**config.mk**
```make
export PLATFORM = sky130hd
export DESIGN_NAME = flash_cmd_ctrl
export DESIGN_NICKNAME = d
export VERILOG_FILES = /design/src/rtl/fcc_pkg.sv /design/src/rtl/fcc_array.sv /design/src/rtl/fcc_seq.sv /design/src/rtl/fcc_rdout.sv /design/src/rtl/flash_cmd_ctrl.sv
export SDC_FILE = /design/constraint.sdc
export NUM_CORES = 1
export LEC_CHECK = 0
export CORE_MARGIN = 1.5
export CORE_UTILIZATION = 53
export CTS_BUF_LIST = sky130_fd_sc_hd__clkbuf_8
export DETAILED_ROUTE_END_ITERATION = 16
export PLACE_DENSITY = 0.67
export RECOVER_POWER = 100
export SLEW_MARGIN = 10
export SYNTH_ARGS = -nofsm -noshare
export SYNTH_HDL_FRONTEND = slang
export SYNTH_HIERARCHICAL = 1
export SYNTH_SLANG_ARGS = --single-unit
```
**constraint.sdc**
```tcl
create_clock -name clk -period 4.25 [get_ports clk]
set_clock_uncertainty 0.1 [all_clocks]
set_input_delay 1.0625 -clock clk [delete_from_list [all_inputs] [get_ports clk]]
set_output_delay 1.0625 -clock clk [all_outputs]
set_load 0.02 [all_outputs]
```
**src/rtl/fcc_pkg.sv**
```systemverilog
package fcc_pkg;

  typedef enum logic [3:0] {
    S_IDLE, S_ERS_SET, S_CHIP_SET, S_WR_SET, S_LCK_SET,
    S_ERASE, S_WRITE, S_ESUSP, S_WSUSP
  } seq_st_t;

  typedef enum logic [1:0] {RM_ARRAY, RM_IDENT, RM_STATUS} rd_mode_t;

  localparam logic [7:0] CMD_READ   = 8'hFF;
  localparam logic [7:0] CMD_IDENT  = 8'h90;
  localparam logic [7:0] CMD_STAT   = 8'h70;
  localparam logic [7:0] CMD_CLR    = 8'h50;
  localparam logic [7:0] CMD_BERASE = 8'h20;
  localparam logic [7:0] CMD_CERASE = 8'h30;
  localparam logic [7:0] CMD_WRITE  = 8'h40;
  localparam logic [7:0] CMD_LOCK   = 8'h60;
  localparam logic [7:0] CMD_SUSP   = 8'hB0;
  localparam logic [7:0] CMD_CONF   = 8'hD0;
  localparam logic [7:0] CMD_LSET   = 8'h01;

  // status bit positions
  localparam int SB_RDY  = 7;
  localparam int SB_ESUS = 6;
  localparam int SB_EERR = 5;
  localparam int SB_WERR = 4;
  localparam int SB_VLOW = 3;
  localparam int SB_WSUS = 2;
  localparam int SB_LERR = 1;

endpackage

```
**src/rtl/fcc_array.sv**
```systemverilog
module fcc_array #(
  parameter int ADDR_W = 6,
  parameter int DATA_W = 16
) (
  input  logic              clk,
  input  logic              we,
  input  logic [ADDR_W-1:0] waddr,
  input  logic [DATA_W-1:0] wdata,
  input  logic [ADDR_W-1:0] raddr,
  output logic [DATA_W-1:0] rdata
);
  localparam int DEPTH = 1 << ADDR_W;

  logic [DATA_W-1:0] mem [DEPTH];

  always_ff @(posedge clk) begin
    if (we) mem[waddr] <= wdata;
  end

  always_ff @(posedge clk) begin
    rdata <= mem[raddr];
  end
endmodule

```
**src/rtl/fcc_seq.sv**
```systemverilog
module fcc_seq
  import fcc_pkg::*;
#(
  parameter int ADDR_W = 6,
  parameter int BLK_W  = 2,
  parameter int DATA_W = 16,
  parameter int WR_CYC = 12
) (
  input  logic                    clk,
  input  logic                    rst,
  input  logic                    cmd_we,
  input  logic [ADDR_W-1:0]       cmd_addr,
  input  logic [DATA_W-1:0]       cmd_data,
  input  logic                    vpp_low,
  output logic                    mem_we,
  output logic [ADDR_W-1:0]       mem_waddr,
  output logic [DATA_W-1:0]       mem_wdata,
  output rd_mode_t                rd_mode,
  output logic [7:0]              status,
  output logic [(1<<BLK_W)-1:0]   lock
);
  localparam int NBLK  = 1 << BLK_W;
  localparam int OFF_W = ADDR_W - BLK_W;
  localparam int CNT_W = $clog2(WR_CYC + 1);
  localparam logic [CNT_W-1:0] CNT_LOAD = CNT_W'(WR_CYC - 1);

  seq_st_t            st_q;
  rd_mode_t           mode_q;
  logic               cw_q;
  logic [ADDR_W-1:0]  ca_q;
  logic [DATA_W-1:0]  cd_q;
  logic [ADDR_W-1:0]  ptr_q, end_q, wa_q;
  logic [DATA_W-1:0]  wd_q;
  logic [CNT_W-1:0]   wcnt_q;
  logic               lck_op_q, lck_val_q, esus_bg_q;
  logic               e_err_q, w_err_q, v_err_q, l_err_q;
  logic [NBLK-1:0]    lock_q;

  logic [7:0]         code;
  logic [BLK_W-1:0]   cblk;
  logic [BLK_W-1:0]   pblk;
  logic [BLK_W-1:0]   wblk;
  seq_st_t            ret_st;
  logic               susp_cmd;

  assign code     = cd_q[7:0];
  assign cblk     = ca_q[ADDR_W-1 -: BLK_W];
  assign pblk     = ptr_q[ADDR_W-1 -: BLK_W];
  assign wblk     = mem_waddr[ADDR_W-1 -: BLK_W];
  assign ret_st   = esus_bg_q ? S_ESUSP : S_IDLE;
  assign susp_cmd = cw_q && (code == CMD_SUSP);

  // read-only commands common to idle and suspended states
  function automatic rd_mode_t mode_next(input logic [7:0] c, input rd_mode_t cur);
    case (c)
      CMD_READ:  mode_next = RM_ARRAY;
      CMD_IDENT: mode_next = RM_IDENT;
      CMD_STAT:  mode_next = RM_STATUS;
      default:   mode_next = cur;
    endcase
  endfunction

  // array write port: erase stepping or word-write completion
  always_comb begin
    mem_we    = 1'b0;
    mem_waddr = wa_q;
    mem_wdata = wd_q;
    if (st_q == S_ERASE) begin
      mem_waddr = ptr_q;
      mem_wdata = '1;
      mem_we    = !lock_q[pblk];
    end else if (st_q == S_WRITE && wcnt_q == '0 && !lck_op_q && !susp_cmd) begin
      mem_we = 1'b1;
    end
  end

  always_ff @(posedge clk) begin
    if (rst) begin
      st_q      <= S_IDLE;
      mode_q    <= RM_ARRAY;
      cw_q      <= 1'b0;
      ca_q      <= '0;
      cd_q      <= '0;
      ptr_q     <= '0;
      end_q     <= '0;
      wa_q      <= '0;
      wd_q      <= '0;
      wcnt_q    <= '0;
      lck_op_q  <= 1'b0;
      lck_val_q <= 1'b0;
      esus_bg_q <= 1'b0;
      e_err_q   <= 1'b0;
      w_err_q   <= 1'b0;
      v_err_q   <= 1'b0;
      l_err_q   <= 1'b0;
      lock_q    <= '0;
    end else begin
      cw_q <= cmd_we;
      ca_q <= cmd_addr;
      cd_q <= cmd_data;
      case (st_q)
        S_IDLE: if (cw_q) begin
          mode_q <= mode_next(code, mode_q);
          case (code)
            CMD_CLR: begin
              e_err_q <= 1'b0; w_err_q <= 1'b0; v_err_q <= 1'b0; l_err_q <= 1'b0;
            end
            CMD_BERASE: begin st_q <= S_ERS_SET;  mode_q <= RM_STATUS; end
            CMD_CERASE: begin st_q <= S_CHIP_SET; mode_q <= RM_STATUS; end
            CMD_WRITE:  begin st_q <= S_WR_SET;   mode_q <= RM_STATUS; end
            CMD_LOCK:   begin st_q <= S_LCK_SET;  mode_q <= RM_STATUS; end
            default: ;
          endcase
        end
        S_ERS_SET: if (cw_q) begin
          mode_q <= RM_STATUS;
          st_q   <= S_IDLE;
          if (code != CMD_CONF) begin
            e_err_q <= 1'b1; w_err_q <= 1'b1;
          end else if (vpp_low) begin
            e_err_q <= 1'b1; v_err_q <= 1'b1;
          end else if (lock_q[cblk]) begin
            e_err_q <= 1'b1; l_err_q <= 1'b1;
          end else begin
            ptr_q <= {cblk, {OFF_W{1'b0}}};
            end_q <= {cblk, {OFF_W{1'b1}}};
            st_q  <= S_ERASE;
          end
        end
        S_CHIP_SET: if (cw_q) begin
          mode_q <= RM_STATUS;
          st_q   <= S_IDLE;
          if (code != CMD_CONF) begin
            e_err_q <= 1'b1; w_err_q <= 1'b1;
          end else if (vpp_low) begin
            e_err_q <= 1'b1; v_err_q <= 1'b1;
          end else begin
            ptr_q <= '0;
            end_q <= '1;
            st_q  <= S_ERASE;
          end
        end
        S_LCK_SET: if (cw_q) begin
          mode_q <= RM_STATUS;
          st_q   <= S_IDLE;
          if (code != CMD_CONF && code != CMD_LSET) begin
            e_err_q <= 1'b1; w_err_q <= 1'b1;
          end else if (vpp_low) begin
            e_err_q <= 1'b1; w_err_q <= 1'b1; v_err_q <= 1'b1;
          end else begin
            lck_op_q  <= 1'b1;
            lck_val_q <= (code == CMD_LSET);
            wa_q      <= ca_q;
            wcnt_q    <= CNT_LOAD;
            st_q      <= S_WRITE;
          end
        end
        S_WR_SET: if (cw_q) begin
          mode_q <= RM_STATUS;
          st_q   <= ret_st;
          if (vpp_low) begin
            w_err_q <= 1'b1; v_err_q <= 1'b1;
          end else if (lock_q[cblk]) begin
            w_err_q <= 1'b1; l_err_q <= 1'b1;
          end else if (esus_bg_q && cblk == pblk) begin
            w_err_q <= 1'b1;
          end else begin
            lck_op_q <= 1'b0;
            wa_q     <= ca_q;
            wd_q     <= cd_q;
            wcnt_q   <= CNT_LOAD;
            st_q     <= S_WRITE;
          end
          if (!(!vpp_low && !lock_q[cblk] && !(esus_bg_q && cblk == pblk)))
            esus_bg_q <= 1'b0;
        end
        S_ERASE: begin
          if (susp_cmd) begin
            st_q   <= S_ESUSP;
            mode_q <= RM_STATUS;
          end else if (ptr_q == end_q) begin
            st_q <= S_IDLE;
          end else begin
            ptr_q <= ptr_q + 1'b1;
          end
        end
        S_ESUSP: if (cw_q) begin
          mode_q <= mode_next(code, mode_q);
          case (code)
            CMD_CLR: begin
              e_err_q <= 1'b0; w_err_q <= 1'b0; v_err_q <= 1'b0; l_err_q <= 1'b0;
            end
            CMD_WRITE: begin
              st_q      <= S_WR_SET;
              esus_bg_q <= 1'b1;
              mode_q    <= RM_STATUS;
            end
            CMD_CONF: begin
              st_q   <= S_ERASE;
              mode_q <= RM_STATUS;
            end
            default: ;
          endcase
        end
        S_WRITE: begin
          if (susp_cmd && !lck_op_q) begin
            st_q   <= S_WSUSP;
            mode_q <= RM_STATUS;
          end else if (wcnt_q == '0) begin
            if (lck_op_q) lock_q[wa_q[ADDR_W-1 -: BLK_W]] <= lck_val_q;
            st_q      <= ret_st;
            esus_bg_q <= 1'b0;
          end else begin
            wcnt_q <= wcnt_q - 1'b1;
          end
        end
        S_WSUSP: if (cw_q) begin
          mode_q <= mode_next(code, mode_q);
          if (code == CMD_CONF) begin
            st_q   <= S_WRITE;
            mode_q <= RM_STATUS;
          end
        end
        default: st_q <= S_IDLE;
      endcase
    end
  end

  assign rd_mode = mode_q;
  assign lock    = lock_q;
  always_comb begin
    status          = '0;
    status[SB_RDY]  = (st_q != S_ERASE) && (st_q != S_WRITE);
    status[SB_ESUS] = (st_q == S_ESUSP) || esus_bg_q;
    status[SB_EERR] = e_err_q;
    status[SB_WERR] = w_err_q;
    status[SB_VLOW] = v_err_q;
    status[SB_WSUS] = (st_q == S_WSUSP);
    status[SB_LERR] = l_err_q;
  end


  reset_mode_chk: assert property (@(posedge clk) disable iff (rst)
    $fell(rst) |-> (st_q == S_IDLE && mode_q == RM_ARRAY));


  lock_gate_chk: assert property (@(posedge clk) disable iff (rst)
    mem_we |-> !lock_q[wblk]);


  lockout_chk: assert property (@(posedge clk) disable iff (rst)
    (cw_q && vpp_low && (st_q == S_ERS_SET || st_q == S_CHIP_SET || st_q == S_WR_SET))
      |=> (st_q != S_ERASE && st_q != S_WRITE && status[SB_VLOW]));


  bad_confirm_chk: assert property (@(posedge clk) disable iff (rst)
    (cw_q && st_q == S_ERS_SET && code != CMD_CONF)
      |=> (status[SB_EERR] && status[SB_WERR] && mode_q == RM_STATUS && st_q == S_IDLE));


  esus_region_chk: assert property (@(posedge clk) disable iff (rst)
    (mem_we && esus_bg_q) |-> (wblk != pblk));


  wsus_hold_chk: assert property (@(posedge clk) disable iff (rst)
    (st_q == S_WSUSP) |-> !mem_we);
endmodule

```
**src/rtl/fcc_rdout.sv**
```systemverilog
module fcc_rdout
  import fcc_pkg::*;
#(
  parameter int         BLK_W  = 2,
  parameter int         DATA_W = 16,
  parameter logic [7:0] MFR_ID = 8'h5A,
  parameter logic [7:0] DEV_ID = 8'hC3
) (
  input  logic                  clk,
  input  logic                  rst,
  input  rd_mode_t              rd_mode,
  input  logic [1:0]            sel,
  input  logic [BLK_W-1:0]      blk,
  input  logic [7:0]            status,
  input  logic [(1<<BLK_W)-1:0] lock,
  input  logic [DATA_W-1:0]     mem_q,
  output logic [DATA_W-1:0]     rdata
);
  localparam int PAD = DATA_W - 8;

  rd_mode_t          mode_d;
  logic [DATA_W-1:0] aux_d;
  logic [7:0]        id_byte;

  always_comb begin
    case (sel)
      2'd0:    id_byte = MFR_ID;
      2'd1:    id_byte = DEV_ID;
      2'd2:    id_byte = {7'd0, lock[blk]};
      default: id_byte = 8'd0;
    endcase
  end

  always_ff @(posedge clk) begin
    if (rst) begin
      mode_d <= RM_ARRAY;
      aux_d  <= '0;
    end else begin
      mode_d <= rd_mode;
      aux_d  <= {{PAD{1'b0}}, (rd_mode == RM_STATUS) ? status : id_byte};
    end
  end

  assign rdata = (mode_d == RM_ARRAY) ? mem_q : aux_d;
endmodule

```
**src/rtl/flash_cmd_ctrl.sv**
```systemverilog
module flash_cmd_ctrl
  import fcc_pkg::*;
#(
  parameter int         ADDR_W = 6,
  parameter int         BLK_W  = 2,
  parameter int         DATA_W = 16,
  parameter int         WR_CYC = 12,
  parameter logic [7:0] MFR_ID = 8'h5A,
  parameter logic [7:0] DEV_ID = 8'hC3
) (
  input  logic              clk,
  input  logic              rst,
  input  logic              bus_we,
  input  logic [ADDR_W-1:0] bus_addr,
  input  logic [DATA_W-1:0] bus_wdata,
  input  logic              wp_low,
  output logic [DATA_W-1:0] bus_rdata
);
  localparam int NBLK = 1 << BLK_W;

  logic              mem_we;
  logic [ADDR_W-1:0] mem_waddr;
  logic [DATA_W-1:0] mem_wdata;
  logic [DATA_W-1:0] mem_q;
  rd_mode_t          rd_mode;
  logic [7:0]        status;
  logic [NBLK-1:0]   lock;

  fcc_seq #(.ADDR_W(ADDR_W), .BLK_W(BLK_W), .DATA_W(DATA_W), .WR_CYC(WR_CYC)) u_seq (
    .clk(clk), .rst(rst), .cmd_we(bus_we), .cmd_addr(bus_addr), .cmd_data(bus_wdata),
    .vpp_low(wp_low), .mem_we(mem_we), .mem_waddr(mem_waddr), .mem_wdata(mem_wdata),
    .rd_mode(rd_mode), .status(status), .lock(lock)
  );

  fcc_array #(.ADDR_W(ADDR_W), .DATA_W(DATA_W)) u_arr (
    .clk(clk), .we(mem_we), .waddr(mem_waddr), .wdata(mem_wdata),
    .raddr(bus_addr), .rdata(mem_q)
  );

  fcc_rdout #(.BLK_W(BLK_W), .DATA_W(DATA_W), .MFR_ID(MFR_ID), .DEV_ID(DEV_ID)) u_out (
    .clk(clk), .rst(rst), .rd_mode(rd_mode), .sel(bus_addr[1:0]),
    .blk(bus_addr[ADDR_W-1 -: BLK_W]), .status(status), .lock(lock),
    .mem_q(mem_q), .rdata(bus_rdata)
  );
endmodule

```
==> results.py, run 1 <==
metrics = {
    "power": {
        "p_total_mw": 21.24,
        "p_clk_share_pct": 39.6,
        "intPower_mw": 16.58,
        "switching_share_pct": 21.96,
        "powerDensity_nw_per_um2": 425.1,
        "pwr-share-seq_pct": 56.4,
        "netSwitchingPower_mw": 4.663,
        "p_leak_nw": 15.35,
        "power_frac_comb_pct": 4.0,
        "max-vdd-ir-drop_mv": 0.2889,
    },
    "yosys": {
        "yosys_register_bits": 1125,
        "synthArstFlopShare_pct": 0,
        "synthesis.nets": 2393,
        "syn_area_per_cell_um2": 18.84,
        "netlist_instances": 2364,
        "ys_types": 83,
        "syn_area_um2": 44550,
        "yosysWarnings": 6,
        "synth.yosys.seq_area_share_pct": 73.57,
        "synth-edff-count": 1024,
        "ys.flop_type": "edfxtp_1",
    },
    "run_status": {
        "status": "complete, but fails checks",
        "failed_checks": "max-capacitance violations, max-slew violations",
    },
    "drt": {
        "first_iter_violations": 2860,
        "drc_errors": 0,
        "routed_wl_um": 109000,
        "firstDrtPassIters": 6,
        "antenna_left": 0,
        "viasPerCell": 6.178,
        "vias": 23655,
        "wl_per_cell_um": 28.47,
    },
    "floorplan": {
        "initial_utilization_pct": 53.40,
        "dieArea_um2": 85800,
        "rows": 106,
        "io_pins": 42,
        "dieWidth_um": 292.9,
        "core_area_um2": 83420,
        "die_h_um": 292.9,
    },
    "sta": {
        "setup_violations": 0,
        "hold_viol": 0,
        "setup_tns_ns": 0,
        "period_needed_ns": 4.045,
        "tightestPinTransition_ns": 1.750,
        "finalMaxSlewViolations": 541,
        "period_share_pct": 95.17,
        "relSlewSlack_pct": -16.65,
        "hold_ws_ns": 0.3608,
        "rsz0062_at_grt": "false",
        "fmax_mhz": 247.2,
    },
    "clocking": {
        "cts_sinks": 1125,
        "clk_pin_slew_ns": 0.07,
        "max-clock-path-buffers": 3,
        "postCtsResizedCells": 0,
        "cts_setup_buffers": 0,
        "cts_made_buffers": 177,
        "postCtsHoldBufs": 0,
        "clk_latency_ns": 0.84,
        "htreeDepth": 4,
        "tritoncts": "done",
        "cts_root_buf": "clkbuf_8",
    },
    "cells_and_area": {
        "mostFrequentLayoutCell": "edfxtp_1",
        "fin_nets": 2638,
        "syn2layout_area_growth_pct": 12.16,
        "layout_common_cells": "edfxtp_1 (1024), mux4_2 (223), clkbuf_8 (188)",
        "drive_gt1_share_pct": 23.69,
    },
    "grt": {
        "grt_pass1_vias": 23783,
        "grt_pass1_wl_um": 159400,
        "grt_antenna_before_repair": 4,
        "grt_overflow_total": 0,
        "grt_max_degree": 88,
        "grt.total_usage_pct": 25.90,
    },
    "place": {
        "gp_congestion": 0.8954,
        "io_buffers": 41,
        "dp_hpwl_um": 66900,
    },
    "setup_path": {
        "end_kind": "flop",
        "critPathMaxFanout": 18,
        "cp.required_ns": 4.64,
        "crit_arrival_ns": 4.43,
        "cp_cell_sequence": "clkbuf_1 > and4bb_1 > nand2_1 > o32ai_1 > clkbuf_1 > nand3_1 > nor2_1 > buf_4",
        "slowest_stage": "nand3_1",
        "crit_path_max_incr_delay_ns": 0.60,
        "criticalPathCategory": "flop to flop",
        "critPathLaunchType": "flop",
        "cp_common_cell": "clkbuf_1",
    },
    "hold_path": {
        "hold_path_class": "flop to flop",
    },
    "flow_run": {
        "cap_violations": 12,
    },
}
area by class of cell:
class | instances | area (µm²)
Fill cell | 6029 | 33460
Sequential cell | 1125 | 32770
Multi-Input combinational cell | 1081 | 10850
Clock buffer | 188 | 2587
Timing Repair Buffer | 212 | 1680
Tap cell | 1080 | 1351
Clock inverter | 130 | 671.9
Inverter | 12 | 45.04
Antenna cell | 1 | 2.502
stage by stage:
step	util (%)	std cells	setup slack, ns	instance area [µm²]
4_1_cts	60.14	3828	0.2888	50170
6_report	59.89	3829	0.2053	49960
5_1_grt	59.89	3829	0.1315	49960
3_3_place_gp	56.23	3510	0.2826	46910
3_5_place_dp	56.23	3510	0.2945	46910
2_1_floorplan	-	2364	0.3577	44550
layer usage:
metal	GRT usage (%)	vias to the layer above	part of all wire (%)
li1	-	10116	-
met1	35.83	12290	40
met2	40.90	1040	48
met3	5.378	207	8.4
met4	9.933	2	3.7
met5	0	-	0.0064
logic make-up after synthesis:
kind of cell	count (synthesis)	share of synthesized area, %
DFF	1125	73.57
adders and majority gates	4	0.1067
buffers and inverters	158	2.059
and+or+nand+nor	456	5.550
xor gates and xnor gates	7	0.1376
muxes	366	14.62
AOI/OAI and AO/OA	247	3.949
other	1	0.008418
synth_stat cells, types with 8 or more instances:
cell      count  area (µm²)
buf_6        13       146.4
and2_1       14       87.58
mux2i_1     120        1201
edfxtp_1   1024       30750
nor2_1      132       495.5
clkbuf_1     74       277.8
or2_2         8       50.05
nor3b_1       8       60.06
a21oi_1      43       215.2
buf_2        25       125.1
mux2_2       20       225.2
a311oi_1     14       122.6
nand2_1      69       259.0
a211o_1       9       78.83
a221oi_1     22       192.7
inv_1        12       45.04
a22oi_1      61       457.9
buf_4        23       172.7
nor3_1       11       55.05
and4_1       11       96.34
nand2b_1     28       175.2
mux4_2      223        5022
nand3_1      41       205.2
dfxtp_1     101        2022
nand4_1       8       50.05
or3_1        10       62.56
a31oi_1      18       112.6
nor2b_1      58       362.9
o21ai_0      25       125.1
a211oi_1     18       135.1
state kept, by name, summed over array words and instances, names as in the netlist, 2 cells and up:
signal	flops
u_seq/end_q	3
u_seq/st_q	4
u_seq/ptr_q	6
u_seq/wa_q	6
u_out/aux_d	8
u_seq/rd_mode	2
u_out/mode_d	2
u_seq/wd_q	16
u_arr/rdata	16
u_seq/lock	4
u_arr/mem	1024
u_seq/cd_q	16
u_seq/ca_q	6
u_seq/wcnt_q	4
path summary, 6_finish.rpt:
kind / slack (ns) / from / end / depth (start not counted)
setup / recovery: 0.21 / u_seq/st_q[0]$_SDFFE_PP0P_ / u_arr/mem[10][6]$_DFFE_PP_ / 8
hold / removal: 0.36 / u_seq/cd_q[11]$_SDFF_PP0_ / u_seq/wd_q[11]$_SDFFE_PP0P_ / 2
setup reg to reg: 0.21 / u_seq/st_q[0]$_SDFFE_PP0P_ / u_arr/mem[10][6]$_DFFE_PP_ / 8
hold reg to reg: 0.36 / u_seq/cd_q[11]$_SDFF_PP0_ / u_seq/wd_q[11]$_SDFFE_PP0P_ / 2
critical path, delay by kind of cell, from the launching register on:
kind	cells	cell delay [ns]
buf+inv	3	1.19
simple gates	4	1.61
flops	1	0.44
compound gates	1	0.35
power groups by stage:
stage / logic [mW] / clock network [mW] / registers, mW
global placement: 0.864 / 0 / 12.2
floorplan: 0.569 / 0 / 12.2
finish: 0.858 / 8.41 / 12.0
detailed placement: 0.868 / 0 / 12.2
CTS: 0.870 / 8.58 / 12.0
global route: 0.902 / 9.06 / 12.0
Power figures use the tool's default switching activity.
==> run 2: changes to the inputs <==
- CAP_MARGIN: unset -> 20
==> results of run 2 <==
No change in the layout: final DEF, timing and power equal those of run 1.
